### src/rtl/csel_pkg.sv
package csel_pkg;

    typedef enum logic [2:0] {
        ST_IDLE,
        ST_WAIT,
        ST_ACK,
        ST_HOLD,
        ST_AVEC,
        ST_SYNC
    } cs_state_e;

    typedef struct packed {
        logic       mode;
        logic [1:0] lane;
        logic [1:0] dir;
        logic       strb;
        logic [3:0] ack;
        logic [1:0] space;
        logic [2:0] ipl;
        logic       avec;
    } opt_t;

    localparam logic [3:0] ACK_FAST = 4'hE;
    localparam logic [3:0] ACK_EXT  = 4'hF;

    localparam logic [15:0] BOOT_OPT  = 16'h7B70;
    localparam logic [2:0]  BOOT_SIZE = 3'b111;

endpackage

### src/rtl/csel_regs.sv
module csel_regs
    import csel_pkg::*;
#(
    parameter int FIELD_W = 13,
    parameter int DATA_W  = 16,
    parameter bit BOOT    = 1'b0
) (
    input  logic               clk,
    input  logic               rst_n,
    input  logic               wr_en,
    input  logic               wr_sel,
    input  logic [DATA_W-1:0]  wr_data,
    output logic [FIELD_W-1:0] base_q,
    output logic [2:0]         size_q,
    output opt_t               opt_q
);

    localparam logic [15:0] OPT_RST  = BOOT ? BOOT_OPT  : 16'h0000;
    localparam logic [2:0]  SIZE_RST = BOOT ? BOOT_SIZE : 3'b000;

    always_ff @(posedge clk or negedge rst_n) begin
        if (!rst_n) begin
            base_q <= '0;
            size_q <= SIZE_RST;
            opt_q  <= opt_t'(OPT_RST);
        end else if (wr_en) begin
            if (wr_sel) begin
                opt_q <= opt_t'(wr_data[15:0]);
            end else begin
                base_q <= wr_data[FIELD_W+2:3];
                size_q <= wr_data[2:0];
            end
        end
    end

endmodule

### src/rtl/csel_match.sv
module csel_match #(
    parameter int ADDR_W  = 24,
    parameter int LOW_BIT = 11
) (
    input  logic [ADDR_W-1:0]         addr,
    input  logic [ADDR_W-LOW_BIT-1:0] base_q,
    input  logic [2:0]                size_q,
    input  logic [1:0]                lane,
    input  logic [1:0]                dir,
    input  logic [1:0]                space,
    input  logic [2:0]                ipl,
    input  logic                      rw,
    input  logic                      word,
    input  logic                      port16,
    input  logic                      sup,
    input  logic                      cpu_space,
    input  logic [2:0]                iack_lvl,
    output logic                      hit
);

    localparam int FIELD_W = ADDR_W - LOW_BIT;
    localparam int SH_W    = $clog2(FIELD_W + 1);

    logic [SH_W-1:0]    shift;
    logic [FIELD_W-1:0] eq;
    logic addr_ok, dir_ok, lane_ok, space_ok, lvl_ok;
    logic unused_addr;

    assign unused_addr = ^addr[LOW_BIT-1:1];

    always_comb begin
        unique case (size_q)
            3'd0: shift = SH_W'(0);
            3'd1: shift = SH_W'(2);
            3'd2: shift = SH_W'(3);
            3'd3: shift = SH_W'(5);
            3'd4: shift = SH_W'(6);
            3'd5: shift = SH_W'(7);
            3'd6: shift = SH_W'(8);
            default: shift = SH_W'(9);
        endcase
    end

    for (genvar i = 0; i < FIELD_W; i++) begin : g_cmp
        assign eq[i] = (SH_W'(i) < shift) || (addr[LOW_BIT+i] == base_q[i]);
    end

    assign addr_ok = &eq;

    always_comb begin
        unique case (dir)
            2'b00: dir_ok = 1'b0;
            2'b01: dir_ok = rw;
            2'b10: dir_ok = !rw;
            default: dir_ok = 1'b1;
        endcase
    end

    always_comb begin
        if (!port16) begin
            lane_ok = 1'b1;
        end else begin
            unique case (lane)
                2'b00: lane_ok = 1'b0;
                2'b01: lane_ok = addr[0] || word;
                2'b10: lane_ok = !addr[0];
                default: lane_ok = 1'b1;
            endcase
        end
    end

    always_comb begin
        if (cpu_space) begin
            space_ok = (space == 2'b00);
        end else begin
            unique case (space)
                2'b00: space_ok = 1'b0;
                2'b01: space_ok = !sup;
                2'b10: space_ok = sup;
                default: space_ok = 1'b1;
            endcase
        end
    end

    assign lvl_ok = !cpu_space || (ipl == 3'b000) || (ipl == iack_lvl);

    assign hit = addr_ok && dir_ok && lane_ok && space_ok && lvl_ok;

endmodule

### src/rtl/csel_fsm.sv
module csel_fsm
    import csel_pkg::*;
#(
    parameter int WAIT_W = 4
) (
    input  logic              clk,
    input  logic              rst_n,
    input  logic              go,
    input  logic              bus_end,
    input  logic              sync_mode,
    input  logic              avec_sel,
    input  logic [WAIT_W-1:0] ack_code,
    output logic              cs_n,
    output logic              dsack_n,
    output logic              avec_n,
    output logic              eclk_req
);

    cs_state_e         st, nxt;
    logic [WAIT_W-1:0] cnt, cnt_d;

    always_ff @(posedge clk or negedge rst_n) begin
        if (!rst_n) begin
            st  <= ST_IDLE;
            cnt <= '0;
        end else begin
            st  <= nxt;
            cnt <= cnt_d;
        end
    end

    always_comb begin
        nxt   = st;
        cnt_d = cnt;
        unique case (st)
            ST_IDLE: begin
                if (go) begin
                    if (sync_mode)                       nxt = ST_SYNC;
                    else if (avec_sel)                   nxt = ST_AVEC;
                    else if (ack_code == WAIT_W'(ACK_EXT))  nxt = ST_HOLD;
                    else if (ack_code == WAIT_W'(ACK_FAST)) nxt = ST_ACK;
                    else begin
                        nxt   = ST_WAIT;
                        cnt_d = ack_code;
                    end
                end
            end
            ST_WAIT: begin
                if (bus_end)       nxt = ST_IDLE;
                else if (cnt == '0) nxt = ST_ACK;
                else               cnt_d = cnt - 1'b1;
            end
            ST_ACK, ST_HOLD, ST_AVEC, ST_SYNC: begin
                if (bus_end) nxt = ST_IDLE;
            end
            default: nxt = ST_IDLE;
        endcase
    end

    always_comb begin
        cs_n     = 1'b1;
        dsack_n  = 1'b1;
        avec_n   = 1'b1;
        eclk_req = 1'b0;
        unique case (st)
            ST_IDLE: ;
            ST_WAIT, ST_HOLD: cs_n = 1'b0;
            ST_ACK: begin
                cs_n    = 1'b0;
                dsack_n = 1'b0;
            end
            ST_AVEC: avec_n   = 1'b0;
            ST_SYNC: eclk_req = 1'b1;
            default: ;
        endcase
    end

endmodule

### src/rtl/csel_channel.sv
module csel_channel
    import csel_pkg::*;
#(
    parameter int ADDR_W  = 24,
    parameter int LOW_BIT = 11,
    parameter int DATA_W  = 16,
    parameter bit BOOT    = 1'b0
) (
    input  logic              clk,
    input  logic              rst_n,
    input  logic              wr_en,
    input  logic              wr_sel,
    input  logic [DATA_W-1:0] wr_data,
    input  logic [ADDR_W-1:0] addr,
    input  logic              as_n,
    input  logic              ds_n,
    input  logic              rw,
    input  logic              word,
    input  logic              sup,
    input  logic              cpu_space,
    input  logic [2:0]        iack_lvl,
    input  logic              port16,
    output logic              cs_n,
    output logic              dsack_n,
    output logic              avec_n,
    output logic              eclk_req
);

    localparam int FIELD_W = ADDR_W - LOW_BIT;

    logic [FIELD_W-1:0] base_q;
    logic [2:0]         size_q;
    opt_t               opt_q;
    logic               hit, strobe, go;

    csel_regs #(.FIELD_W(FIELD_W), .DATA_W(DATA_W), .BOOT(BOOT)) u_regs (
        .clk     (clk),
        .rst_n   (rst_n),
        .wr_en   (wr_en),
        .wr_sel  (wr_sel),
        .wr_data (wr_data),
        .base_q  (base_q),
        .size_q  (size_q),
        .opt_q   (opt_q)
    );

    csel_match #(.ADDR_W(ADDR_W), .LOW_BIT(LOW_BIT)) u_match (
        .addr      (addr),
        .base_q    (base_q),
        .size_q    (size_q),
        .lane      (opt_q.lane),
        .dir       (opt_q.dir),
        .space     (opt_q.space),
        .ipl       (opt_q.ipl),
        .rw        (rw),
        .word      (word),
        .port16    (port16),
        .sup       (sup),
        .cpu_space (cpu_space),
        .iack_lvl  (iack_lvl),
        .hit       (hit)
    );

    assign strobe = opt_q.strb ? !ds_n : !as_n;
    assign go     = hit && strobe && !as_n;

    csel_fsm #(.WAIT_W(4)) u_fsm (
        .clk       (clk),
        .rst_n     (rst_n),
        .go        (go),
        .bus_end   (as_n),
        .sync_mode (opt_q.mode),
        .avec_sel  (opt_q.avec && cpu_space),
        .ack_code  (opt_q.ack),
        .cs_n      (cs_n),
        .dsack_n   (dsack_n),
        .avec_n    (avec_n),
        .eclk_req  (eclk_req)
    );

endmodule

### config.mk
export PLATFORM = sky130hd
export DESIGN_NAME = csel_channel
export DESIGN_NICKNAME = d
export VERILOG_FILES = /design/src/rtl/csel_pkg.sv /design/src/rtl/csel_regs.sv /design/src/rtl/csel_match.sv /design/src/rtl/csel_fsm.sv /design/src/rtl/csel_channel.sv
export SDC_FILE = /design/constraint.sdc
export NUM_CORES = 1
export LEC_CHECK = 0
export BUFFER_PORTS_ARGS = -buffer_cell sky130_fd_sc_hd__buf_2
export CAP_MARGIN = 30
export CORE_UTILIZATION = 46
export DETAILED_ROUTE_END_ITERATION = 8
export GPL_ROUTABILITY_DRIVEN = 0
export PLACE_DENSITY = 0.76
export SLEW_MARGIN = 25
export SYNTH_ARGS = -nofsm -noshare
export SYNTH_HDL_FRONTEND = slang
export SYNTH_SLANG_ARGS = --single-unit
### constraint.sdc
create_clock -name clk -period 1.7 [get_ports clk]
set_clock_uncertainty 0.05 [all_clocks]
set_input_delay 0.34 -clock clk [delete_from_list [all_inputs] [get_ports clk]]
set_output_delay 0.34 -clock clk [all_outputs]
set_load 0.03 [all_outputs]
=== Word level (Yosys, flattened, before mapping) ===
Cells that the tools add are included.

* $add $sub $neg: 1
* Order comparisons: 13
* Equality and inequality tests: 42
* Multiplexer cells: 28
* Bitwise logic cells: 1
* Reductions and logical operators: 44

{| class="wikitable"
|+ Operator list
! operator !! count
|-
| two-way mux 4 bit || 7
|-
| case mux 4 bit (7 select lines) || 1
|-
| two-way mux 3 bit || 7
|-
| < comparator 4 bit (first input constant) || 5
|-
| logical OR 1 bit || 16
|-
| < comparator 3 x 4 -> 1 bit (first input constant) || 4
|-
| != test 2 bit (second input constant) || 8
|-
| equality test 3 bit (second input constant) || 5
|-
| equality test 1 bit || 13
|-
| AND reduction 13 bit || 1
|-
| equality test 3 x 2 -> 1 bit (second input constant) || 4
|-
| zero test 3 bit || 3
|-
| case mux 1 bit (3 select lines) || 3
|-
| case mux 3 bit (3 select lines) || 1
|-
| equality test 4 bit (second input constant) || 2
|-
| < comparator 1 x 4 -> 1 bit (first input constant) || 2
|-
| < comparator 2 x 4 -> 1 bit (first input constant) || 2
|-
| case mux 4 bit (2 select lines) || 1
|-
| AND reduction 8 bit || 1
|-
| logical AND 1 bit || 7
|-
| two-way mux 1 bit || 7
|-
| equality test 2 x 1 -> 1 bit (second input constant) || 3
|-
| equality test 2 bit (second input constant) || 3
|-
| equality test 3 x 1 -> 1 bit (second input constant) || 2
|-
| other kinds (13) || 21
|}

* Bits in registers: 39
* Output and inout port bits: 4
* Word-level logic and storage cells: 141

=== Longest topological paths before layout ===
Gate-level depths: netlist (run 1).

* Depth in word-level cells: 13
* Depth in mapped cells: 8
* Depth with buffers taken out: 8

=== Cells and area by module ===
From an unflattened synthesis (run 1), not the netlist that was laid out.

* Cell total of the unflattened synthesis: 169
* Area, all modules: 2103.3 µm²

{| class="wikitable"
|+ Modules (own cells, without submodules)
! module !! times used !! cells each !! area an instance (µm²)
|-
| csel_regs || 1 || 69 || 1252.5
|-
| csel_fsm || 1 || 58 || 535.5
|-
| csel_match || 1 || 39 || 292.8
|-
| csel_channel || 1 || 3 || 22.5
|}

=== Least setup slack after synthesis (run 1) ===
OpenSTA, ideal clock, no wires.

* Path type: register to register
* Start point: register u_regs.opt_q[1] (netlist name)
* End point: register u_fsm.cnt[0]
* Setup time: 0.121 ns
* Data arrival time: 1.713 ns
* Data required time: 1.529 ns
* Slack: -0.184 ns
* Cell stages (with the launch flop): 8
* Clock period less this slack: 1.884 ns
* Cell sequence: dfrtp_1 -> or3_1 -> o311ai_1 -> nand4_1 -> nor3_2 -> a41o_2 -> o21ai_2 -> a22o_1

* Longest elaborated chain between the ends: 8
* Elaborated cells on any way between the ends: 9
* Those cells by class: 2 x eq/ne; 7 x reduce/logical

{| class="wikitable"
|+ RTL lines
! element !! RTL line !! source
|-
| zero test 3 bit || csel_match.sv:85 || <nowiki>assign lvl_ok = !cpu_space || (ipl == 3'b000) || (ipl == iack_lvl);</nowiki>
|-
| logical OR 1 bit || csel_match.sv:85 ||
|-
| logical OR 1 bit * || csel_match.sv:85 ||
|-
| logical AND 1 bit * || csel_match.sv:87 || <nowiki>assign hit = addr_ok && dir_ok && lane_ok && space_ok && lvl_ok;</nowiki>
|-
| logical AND 1 bit * (2 in a row) || csel_channel.sv:65 || <nowiki>assign go = hit && strobe && !as_n;</nowiki>
|-
| != test 2 bit (no source line) * || - ||
|-
| AND reduction 8 bit (no source line) * || - ||
|-
| to (signal assigned) || csel_fsm.sv:28 || <nowiki>cnt <= cnt_d;</nowiki>
|-
| to (decl) || csel_fsm.sv:20 || <nowiki>logic [WAIT_W-1:0] cnt, cnt_d;</nowiki>
|}

Every way passes the cells marked *; elsewhere a longest branch is shown, timed or not.
A chain may end at the register's enable or synchronous reset.

=== Worst setup path after layout (run 1) ===
* Start point: register u_regs.base_q[1]
* End point: register u_fsm.cnt[0]

* Longest elaborated chain between the ends: 11

{| class="wikitable"
|+ RTL lines
! element !! RTL line !! source
|-
| from (decl) || csel_regs.sv:13 || <nowiki>output logic [FIELD_W-1:0] base_q,</nowiki>
|-
| from (signal assigned) || csel_regs.sv:30 || <nowiki>base_q <= wr_data[FIELD_W+2:3];</nowiki>
|-
| equality test 1 bit || csel_match.sv:45 || <nowiki>assign eq[i] = (SH_W'(i) < shift) || (addr[LOW_BIT+i] == base_q[i]);</nowiki>
|-
| logical OR 1 bit || csel_match.sv:45 ||
|-
| AND reduction 13 bit || csel_match.sv:48 || <nowiki>assign addr_ok = &eq;</nowiki>
|-
| logical AND 1 bit (4 in a row) || csel_match.sv:87 ||
|-
| logical AND 1 bit (2 in a row) || csel_channel.sv:65 ||
|-
| != test 2 bit (no source line) || - ||
|-
| AND reduction 8 bit (no source line) || - ||
|}

Every way passes these cells.

==> impl_metrics.toml, run 1 <==
[run_status]
status = "finished, violations left"
violations = "negative setup slack"

[yosys]
async_flop_share_pct = 100
synthDistinctLibCells = 33
yosysTopAreaCellShare_pct = 49.8
synth-main-ff-cell = "dfrtp_1"
synth_area_leaders = "dfrtp_1 (50%), mux2_2 (18%), xor2_1 (5.4%)"
ys_seq_area_share_pct = 49.8
synth-edff-count = 0
ys_ff_latch = 39
yosys_warnings = 0
yosysMostFrequentCell = "dfrtp_1"
synth_common_cells = "dfrtp_1 (39), mux2_2 (31), xor2_1 (12)"
synth_cells = 172
syn_area_sq_um = 1960
synth_top_area_cell = "dfrtp_1"
syn-num-nets = 228
syn_area_per_cell_sq_um = 11.4

[timing]
fin_crit_sh_pct = 119
fmax_mhz = 496
finalHoldViolCount = 0
min_period_ns = 2.02
setup_slack_ns = -0.317
hold_ws_ns = 0.0258
grt_setup_unrepaired = "true"
setup_viol_count_final = 7
drv_slew = 0
worst_pin_slew_ns = 0.490
relSlewSlack_pct = 67.3

[grt]
antenna_found_initial = 0
grt_max_degree = 40
overflow = 0
grt_usage_pct = 19.8
grt_pass1_vias = 1379
grt_pass1_wl_mm = 6.42

[min_path]
hp-class = "in2async"

[setup_path]
start_kind = "register"
crit_path_end_kind = "register"
worstPathRequired_ns = 1.84
cp.arrival_ns = 2.16
crit_type = "reg2reg"
crit_fanout = 4

[cells_and_area]
fillers = 330
fin_util_pct = 62.3
seq_area_sq_um = 977
layout-drive-gt1-share_pct = 47.7
multi_input_area_sq_um = 978
area_growth_syn_to_layout_pct = 28.8
antenna_cells = 0
fin_nets = 292

[placed_design]
numPortBuffers = 47
pre_cts_ws_ns = -0.419
hpwl_mm = 2.99

[routing]
drc_errors = 0
vias_per_cell = 5.31
drt_iter0_drc = 33
vias = 1523
drtAntennaViolNets = 0
wl_per_cell_microns = 14.4
first_pass_iters = 4
wl_mm = 4.14

[clock_network]
ctsRootBufferMaster = "clkbuf_8"
clock_sinks = 39
hold_buffers = 0
cts_tree = "yes"
clk_latency_ns = 0.30
clockBufferDepth = 2
cts.reportedPaths.clkPinSlew_ns = 0.08
htree_levels = 2
cts_buffers = 5

[pwr]
p_leak_nw = 1.15
max-vdd-ir-drop_v = 0.000668
cellPowerDensity_nw_per_um2 = 877

[die]
initial_core_util_pct = 48.3
core_area_sq_um = 4060
rows = 23
die_x_microns = 67.3
die_area_sq_um = 4530
ioPinCount = 58
die_h_microns = 67.3

[job]
drv_cap = 0
final cells by class:
class,count,share of cell area [%]
inverters,8,1.19
repair buffers,61,15.0
flip-flops and latches,39,38.7
clock buffers,8,3.96
multi-input cells,121,38.7
well taps,50,2.48
critical path, stage by stage (launching register included):
cell	delay, ns
dfrtp_1	0.40
xnor2_1	0.17
a2111oi_0	0.12
or3_1	0.39
nor3_2	0.23
a41o_2	0.28
o21ai_2	0.07
a22o_1	0.20
layer usage:
metal	vias to the layer above	routed length, microns	part of all wire, %	global-route usage (%)
li1	743	-	-	-
met5	-	0	0	0
met3	6	141	3.4	4.90
met2	31	1980	48	30.3
met4	0	67	1.6	7.98
met1	743	1950	47	27.0
flip-flops by register name, summed over array words and instances (netlist names):
register	cells
u_regs.base_q	13
u_regs.size_q	3
u_regs.opt_q	16
u_fsm.cnt	4
u_fsm.st	3
cell families after synthesis:
kind of cell,Yosys count,synth area share [%]
AO/OA/AOI/OAI,35,11.4
XOR/XNOR,16,7.15
adder cells (fa/ha/maj),2,1.28
buffers and inverters,12,2.36
flip-flops,39,49.8
multiplexers,33,18.8
AND/OR/NAND/NOR,35,9.25
layout by cell type (no fill, tap or decap), types with 6 or more instances in the layout:
cell type and count:
dfrtp_1 38, xor2_1 12, inv_1 6, buf_4 12, clkbuf_8 7, a21oi_1 6, mux2_2 31, o21ai_0 8
nand2_1 10, buf_2 45
per-stage QoR:
stage	total power, mW	TNS, ns	std cells	area [sq um]
2_1_floorplan	1.37	-0.278	172	1960
3_3_place_gp	1.51	-1.84	274	2330
3_5_place_dp	1.53	-1.96	274	2330
4_1_cts	2.23	-1.27	284	2470
5_1_grt	2.32	-1.91	287	2530
6_report	2.21	-1.28	287	2530
power by group:
part | switching [mW] | internal (mW) | leakage, nW
Combinational | 0.169 | 0.222 | 0.629
Sequential | 0.0902 | 1.04 | 0.470
Clock | 0.320 | 0.370 | 0.0515
Total | 0.580 | 1.63 | 1.15
worst paths after layout:
| kind | depth (start not counted) | slack [ns] | end | from |
|---|---|---|---|---|
| max | 7 | -0.32 | u_fsm.cnt[0]$_DFFE_PN0P_ | u_regs.base_q[1]$_DFFE_PN0P_ |
| min | 2 | 0.03 | u_fsm.cnt[1]$_DFFE_PN0P_ | rst_n |
| max reg2reg | 7 | -0.32 | u_fsm.cnt[0]$_DFFE_PN0P_ | u_regs.base_q[1]$_DFFE_PN0P_ |
| min reg2reg | 1 | 0.46 | u_regs.opt_q[12]$_DFFE_PN0P_ | u_regs.opt_q[12]$_DFFE_PN0P_ |
| max in group asynchronous | 2 | 1.19 | u_fsm.st[0]$_DFFE_PN0P_ | rst_n |
| min in group clk | 3 | 0.21 | u_regs.size_q[2]$_DFFE_PN0P_ | wr_data[2] |
timing repair:
action | CTS | global route
gates resized for setup | 6 | 13
buffers inserted | 2 | 3
endpoints found under the setup margin | 8 | 9
cloned | 0 | 0
pin swaps | 5 | 2
Power figures use the tool's default switching activity.
==> run 2: changes to the inputs <==
--- a/config.mk
+++ b/config.mk
@@ -10,6 +10,7 @@
 export CORE_UTILIZATION = 46
 export DETAILED_ROUTE_END_ITERATION = 8
 export GPL_ROUTABILITY_DRIVEN = 0
+export HOLD_SLACK_MARGIN = 0.06
 export PLACE_DENSITY = 0.76
 export SLEW_MARGIN = 25
 export SYNTH_ARGS = -nofsm -noshare
==> run 2 against run 1 <==
Effect of this change:
- the flow still finishes with violations (negative setup slack)
- critical path depth is the same
- register-to-register slack is essentially flat
- cell count grew 0.35%
- global-route usage grew 0.072 points
- cell area grew 0.40%
- first-iteration DRC count grew 15%
- largest power group unchanged
==> impl_metrics.toml, run 2 (synthesis results as in run 1) <==
[cells_and_area]
antenna_cells = 0
regMostFlops = "u_regs.opt_q"
fin_nets = 293
fillers = 329
final_common_cell = "buf_2"
layout-drive-gt1-share_pct = 47.5
reg_top3 = "u_regs.opt_q (16), u_regs.base_q (13), u_fsm.cnt (4)"
area_growth_syn_to_layout_pct = 29.4
final_cells = 288
final_cell_mix = "buf_2 (45), dfrtp_1 (38), mux2_2 (31)"
design_area_sq_um = 2540
largest_reg_flops = 16

[routing]
vias_per_cell = 5.31
wl_mm = 4.15
vias = 1528
drc_errors = 0
first_pass_iters = 4
drtAntennaViolNets = 0
wl_per_cell_microns = 14.4
drt_iter0_drc = 38

[pwr]
p_int_mw = 1.64
max-vdd-ir-drop_v = 0.000668
seqPwrFrac_pct = 51.1
switching_share_pct = 26.2
cellPowerDensity_nw_per_um2 = 874
fin_total_pwr_mw = 2.22
clkPwrFrac_pct = 31.2
p_leak_nw = 1.15
combPwrFrac_pct = 17.7
p_switching_mw = 0.580

[grt]
antenna_found_initial = 0
grt_max_degree = 40
grt_pass1_wl_mm = 6.45
overflow = 0
grt_pass1_vias = 1391
grt_usage_pct = 19.9

[clock_network]
cts_buffers = 5
clk_latency_ns = 0.30
htree_levels = 2
ctsRootBufferMaster = "clkbuf_8"
cts_tree = "yes"
cts.reportedPaths.clkPinSlew_ns = 0.08
clockBufferDepth = 2
clock_sinks = 39

[timing]
fin_crit_sh_pct = 119
setup_viol_count_final = 7
relSlewSlack_pct = 67.4
grt_setup_unrepaired = "true"
min_period_ns = 2.02
drv_slew = 0
tns_ns = -1.28
hold_ws_ns = 0.209
finalHoldViolCount = 0
setup_slack_ns = -0.317
worst_pin_slew_ns = 0.490
fmax_mhz = 496

[setup_path]
cp.arrival_ns = 2.16
start_kind = "register"
rrSetupSlack_ns = -0.32
crit_type = "reg2reg"
r2r_start = "u_regs.base_q[1]$_DFFE_PN0P_"
cp-startpoint = "u_regs.base_q[1]$_DFFE_PN0P_"
worstPathRequired_ns = 1.84
crit_fanout = 4
crit_path_end_kind = "register"

[placed_design]
placed_cells = 274
placed_area_sq_um = 2330
hpwl_mm = 2.99
numPortBuffers = 47

[die]
core_area_sq_um = 4060
die_area_sq_um = 4530
ioPinCount = 58
die_h_microns = 67.3
rows = 23
initial_core_util_pct = 48.3
die_x_microns = 67.3

[run_status]
status = "finished, violations left"
violations = "negative setup slack"

[job]
drv_cap = 0

[min_path]
hp-class = "in2reg"
hp-start = "wr_data[2]"
-- run 2: area by class of cell --
type | count | area (sq um) | area share, %
clock buffer | 8 | 100 | 3.95
tap | 50 | 62.6 | 2.47
multi-input combinational | 121 | 978 | 38.6
timing repair buffer | 62 | 388 | 15.3
inverter | 8 | 30.0 | 1.18
sequential | 39 | 977 | 38.5
-- run 2: worst paths after layout --
path / end / cells past startpoint
setup / recovery: u_fsm.cnt[0]$_DFFE_PN0P_ / 7
min in group asynchronous: u_fsm.cnt[1]$_DFFE_PN0P_ / 3
max in group asynchronous: u_fsm.st[0]$_DFFE_PN0P_ / 3
hold / removal: u_regs.size_q[2]$_DFFE_PN0P_ / 3
hold reg to reg: u_regs.opt_q[12]$_DFFE_PN0P_ / 1
setup reg to reg: u_fsm.cnt[0]$_DFFE_PN0P_ / 7
-- run 2: what timing repair did --
item	in CTS	in global routing
gates resized for setup	6	13
buffers inserted	2	3
pin swaps	5	2
hold buffers	1	0
hold endpoints to repair	39	0
endpoints found under the setup margin	8	9
-- run 2: per-stage QoR --
| step | utilization, % | setup WS (ns) |
|---|---|---|
| floorplan | - | -0.166 |
| global placement | 57.5 | -0.388 |
| detailed placement | 57.5 | -0.419 |
| CTS | 61.1 | -0.325 |
| global route | 62.5 | -0.392 |
| finish | 62.5 | -0.317 |
-- run 2: power by group through the flow --
stage,Sequential (mW),Clock (mW),Combinational (mW)
2_1_floorplan,1.12,0,0.248
3_3_place_gp,1.14,0,0.372
3_5_place_dp,1.15,0,0.383
4_1_cts,1.13,0.699,0.396
5_1_grt,1.15,0.743,0.432
6_report,1.13,0.691,0.393
-- run 2: metal layers --
layer	up-vias	wire (microns)	global-route usage (%)
met3	6	140	4.90
met5	-	0	0
li1	745	-	-
met4	0	67	7.98
met1	746	1960	27.0
met2	31	1990	30.5
-- run 2: worst max-delay path, cell delays in order (launching register included) --
cell and delay [ns]:
dfrtp_1 0.40, xnor2_1 0.17, a2111oi_0 0.12, or3_1 0.39, nor3_2 0.23, a41o_2 0.28, o21ai_2 0.07, a22o_1 0.20
==> run 3: changes to the inputs <==
==> constraint.sdc (replaced) <==
create_clock -name clk -period 1.7 [get_ports clk]
set_clock_uncertainty 0.05 [all_clocks]
set_input_delay 0.17 -clock clk [delete_from_list [all_inputs] [get_ports clk]]
set_output_delay 0.17 -clock clk [all_outputs]
set_load 0.03 [all_outputs]
==> run 3 against run 2 <==
Effect of this change:
- the flow still finishes with violations (negative setup slack)
- count of clock-buffer cells in the layout unchanged
- via count decreased by 2.6%
- largest cell class is now flip-flops and latches
- die area unchanged
- largest power group unchanged
- highest routed layer unchanged
- non-clock buffer count decreased by 5
- critical path type unchanged
- clock power decreased by 2%
==> impl_metrics.toml, run 3 (synthesis results as in run 1) <==
[placed_design]
pre_cts_ws_ns = -0.297
numPortBuffers = 47
hpwl_mm = 3.05

[clock_network]
cts_tree = "yes"
ctsRootBufferMaster = "clkbuf_8"
htree_levels = 2
cts.reportedPaths.clkPinSlew_ns = 0.07
clk_latency_ns = 0.29
cts_buffers = 5
clockBufferDepth = 2
clock_sinks = 39

[grt]
overflow = 0
grt_usage_pct = 20.6
antenna_found_initial = 0
grt_pass1_vias = 1430
grt_max_degree = 22
grt_pass1_wl_mm = 6.72

[cells_and_area]
layout-drive-gt1-share_pct = 43.3
area_growth_syn_to_layout_pct = 25.9
final_cell_mix = "buf_2 (47), dfrtp_1 (39), mux2_2 (31)"
largest_reg_flops = 16
fin_nets = 288
final_common_cell = "buf_2"
reg_top3 = "u_regs.opt_q (16), u_regs.base_q (13), u_fsm.cnt (4)"
antenna_cells = 0
fin_util_pct = 60.8
regMostFlops = "u_regs.opt_q"

[setup_path]
crit_path_end_kind = "register"
cp-startpoint = "u_regs.base_q[1]$_DFFE_PN0P_"
cp.arrival_ns = 2.09
worstPathRequired_ns = 1.83
crit_fanout = 6
crit_type = "reg2reg"
r2r_start = "u_regs.base_q[1]$_DFFE_PN0P_"
start_kind = "register"

[job]
drv_cap = 0

[min_path]
hp-class = "in2reg"
hp-start = "wr_data[15]"

[timing]
grt_setup_unrepaired = "true"
setup_viol_count_final = 6
setup_slack_ns = -0.257
fin_crit_sh_pct = 115
hold_ws_ns = 0.0747
relSlewSlack_pct = 68.1
worst_pin_slew_ns = 0.478
finalHoldViolCount = 0
drv_slew = 0
fmax_mhz = 511
min_period_ns = 1.96

[routing]
drc_errors = 0
drtAntennaViolNets = 0
first_pass_iters = 4
vias = 1488
vias_per_cell = 5.26
wl_mm = 4.05
wl_per_cell_microns = 14.3
drt_iter0_drc = 75

[pwr]
p_leak_nw = 1.12
fin_total_pwr_mw = 2.21
max-vdd-ir-drop_v = 0.000446
cellPowerDensity_nw_per_um2 = 896

[die]
ioPinCount = 58
die_h_microns = 67.3
die_x_microns = 67.3
die_area_sq_um = 4530
rows = 23
core_area_sq_um = 4060
initial_core_util_pct = 48.3

[run_status]
violations = "negative setup slack"
status = "finished, violations left"
-- run 3: repair_timing --
action	CTS	global route
endpoints found under the setup margin	7	7
hold buffers	2	0
pin swaps	10	4
endpoints found under the hold margin	19	0
buffers inserted	1	1
gates resized for setup	4	3
-- run 3: area by class of cell --
class / instances / area, sq um
clock buffers: 8 / 100
fillers: 345 / 1590
well taps: 50 / 62.6
flip-flops and latches: 39 / 976
inverters: 8 / 30.0
repair buffers: 57 / 328
multi-input cells: 121 / 972
-- run 3: per-stage QoR --
step / std cells / TNS (ns) / instance area, sq um
after global routing: 283 / -1.68 / 2470
after global placement: 271 / -0.860 / 2300
final: 283 / -1.05 / 2470
after CTS: 282 / -0.982 / 2450
after detailed placement: 271 / -1.24 / 2300
after floorplan: 172 / -0.278 / 1960
-- run 3: metal layers --
metal	track usage, %	wire (microns)	share of wire [%]	vias up
met5	0	0	0	-
met4	8.78	89	2.2	0
met3	4.90	173	4.3	7
met2	31.9	1930	48	37
met1	27.6	1860	46	705
li1	-	-	-	739
-- run 3: worst paths after layout --
kind	depth (start not counted)	end	slack, ns
min in group asynchronous	2	u_fsm.cnt[2]$_DFFE_PN0P_	0.31
hold reg to reg	1	u_regs.opt_q[12]$_DFFE_PN0P_	0.46
setup / recovery	7	u_fsm.cnt[0]$_DFFE_PN0P_	-0.26
setup reg to reg	7	u_fsm.cnt[0]$_DFFE_PN0P_	-0.26
max in group asynchronous	3	u_regs.opt_q[11]$_DFFE_PN0P_	0.83
hold / removal	2	u_regs.base_q[12]$_DFFE_PN0P_	0.07
-- run 3: power by group --
part / internal (mW) / switching, mW
clock: 0.370 / 0.309
sequential: 1.04 / 0.0881
combinational: 0.227 / 0.173
-- run 3: worst max-delay path, cell delays in order (launching register included) --
cell and delay, ns:
dfrtp_1 0.40, xnor2_1 0.16, a2111oi_1 0.10, or3_1 0.38
nor3_2 0.23, a41o_2 0.28, o21ai_2 0.06, a22o_1 0.20
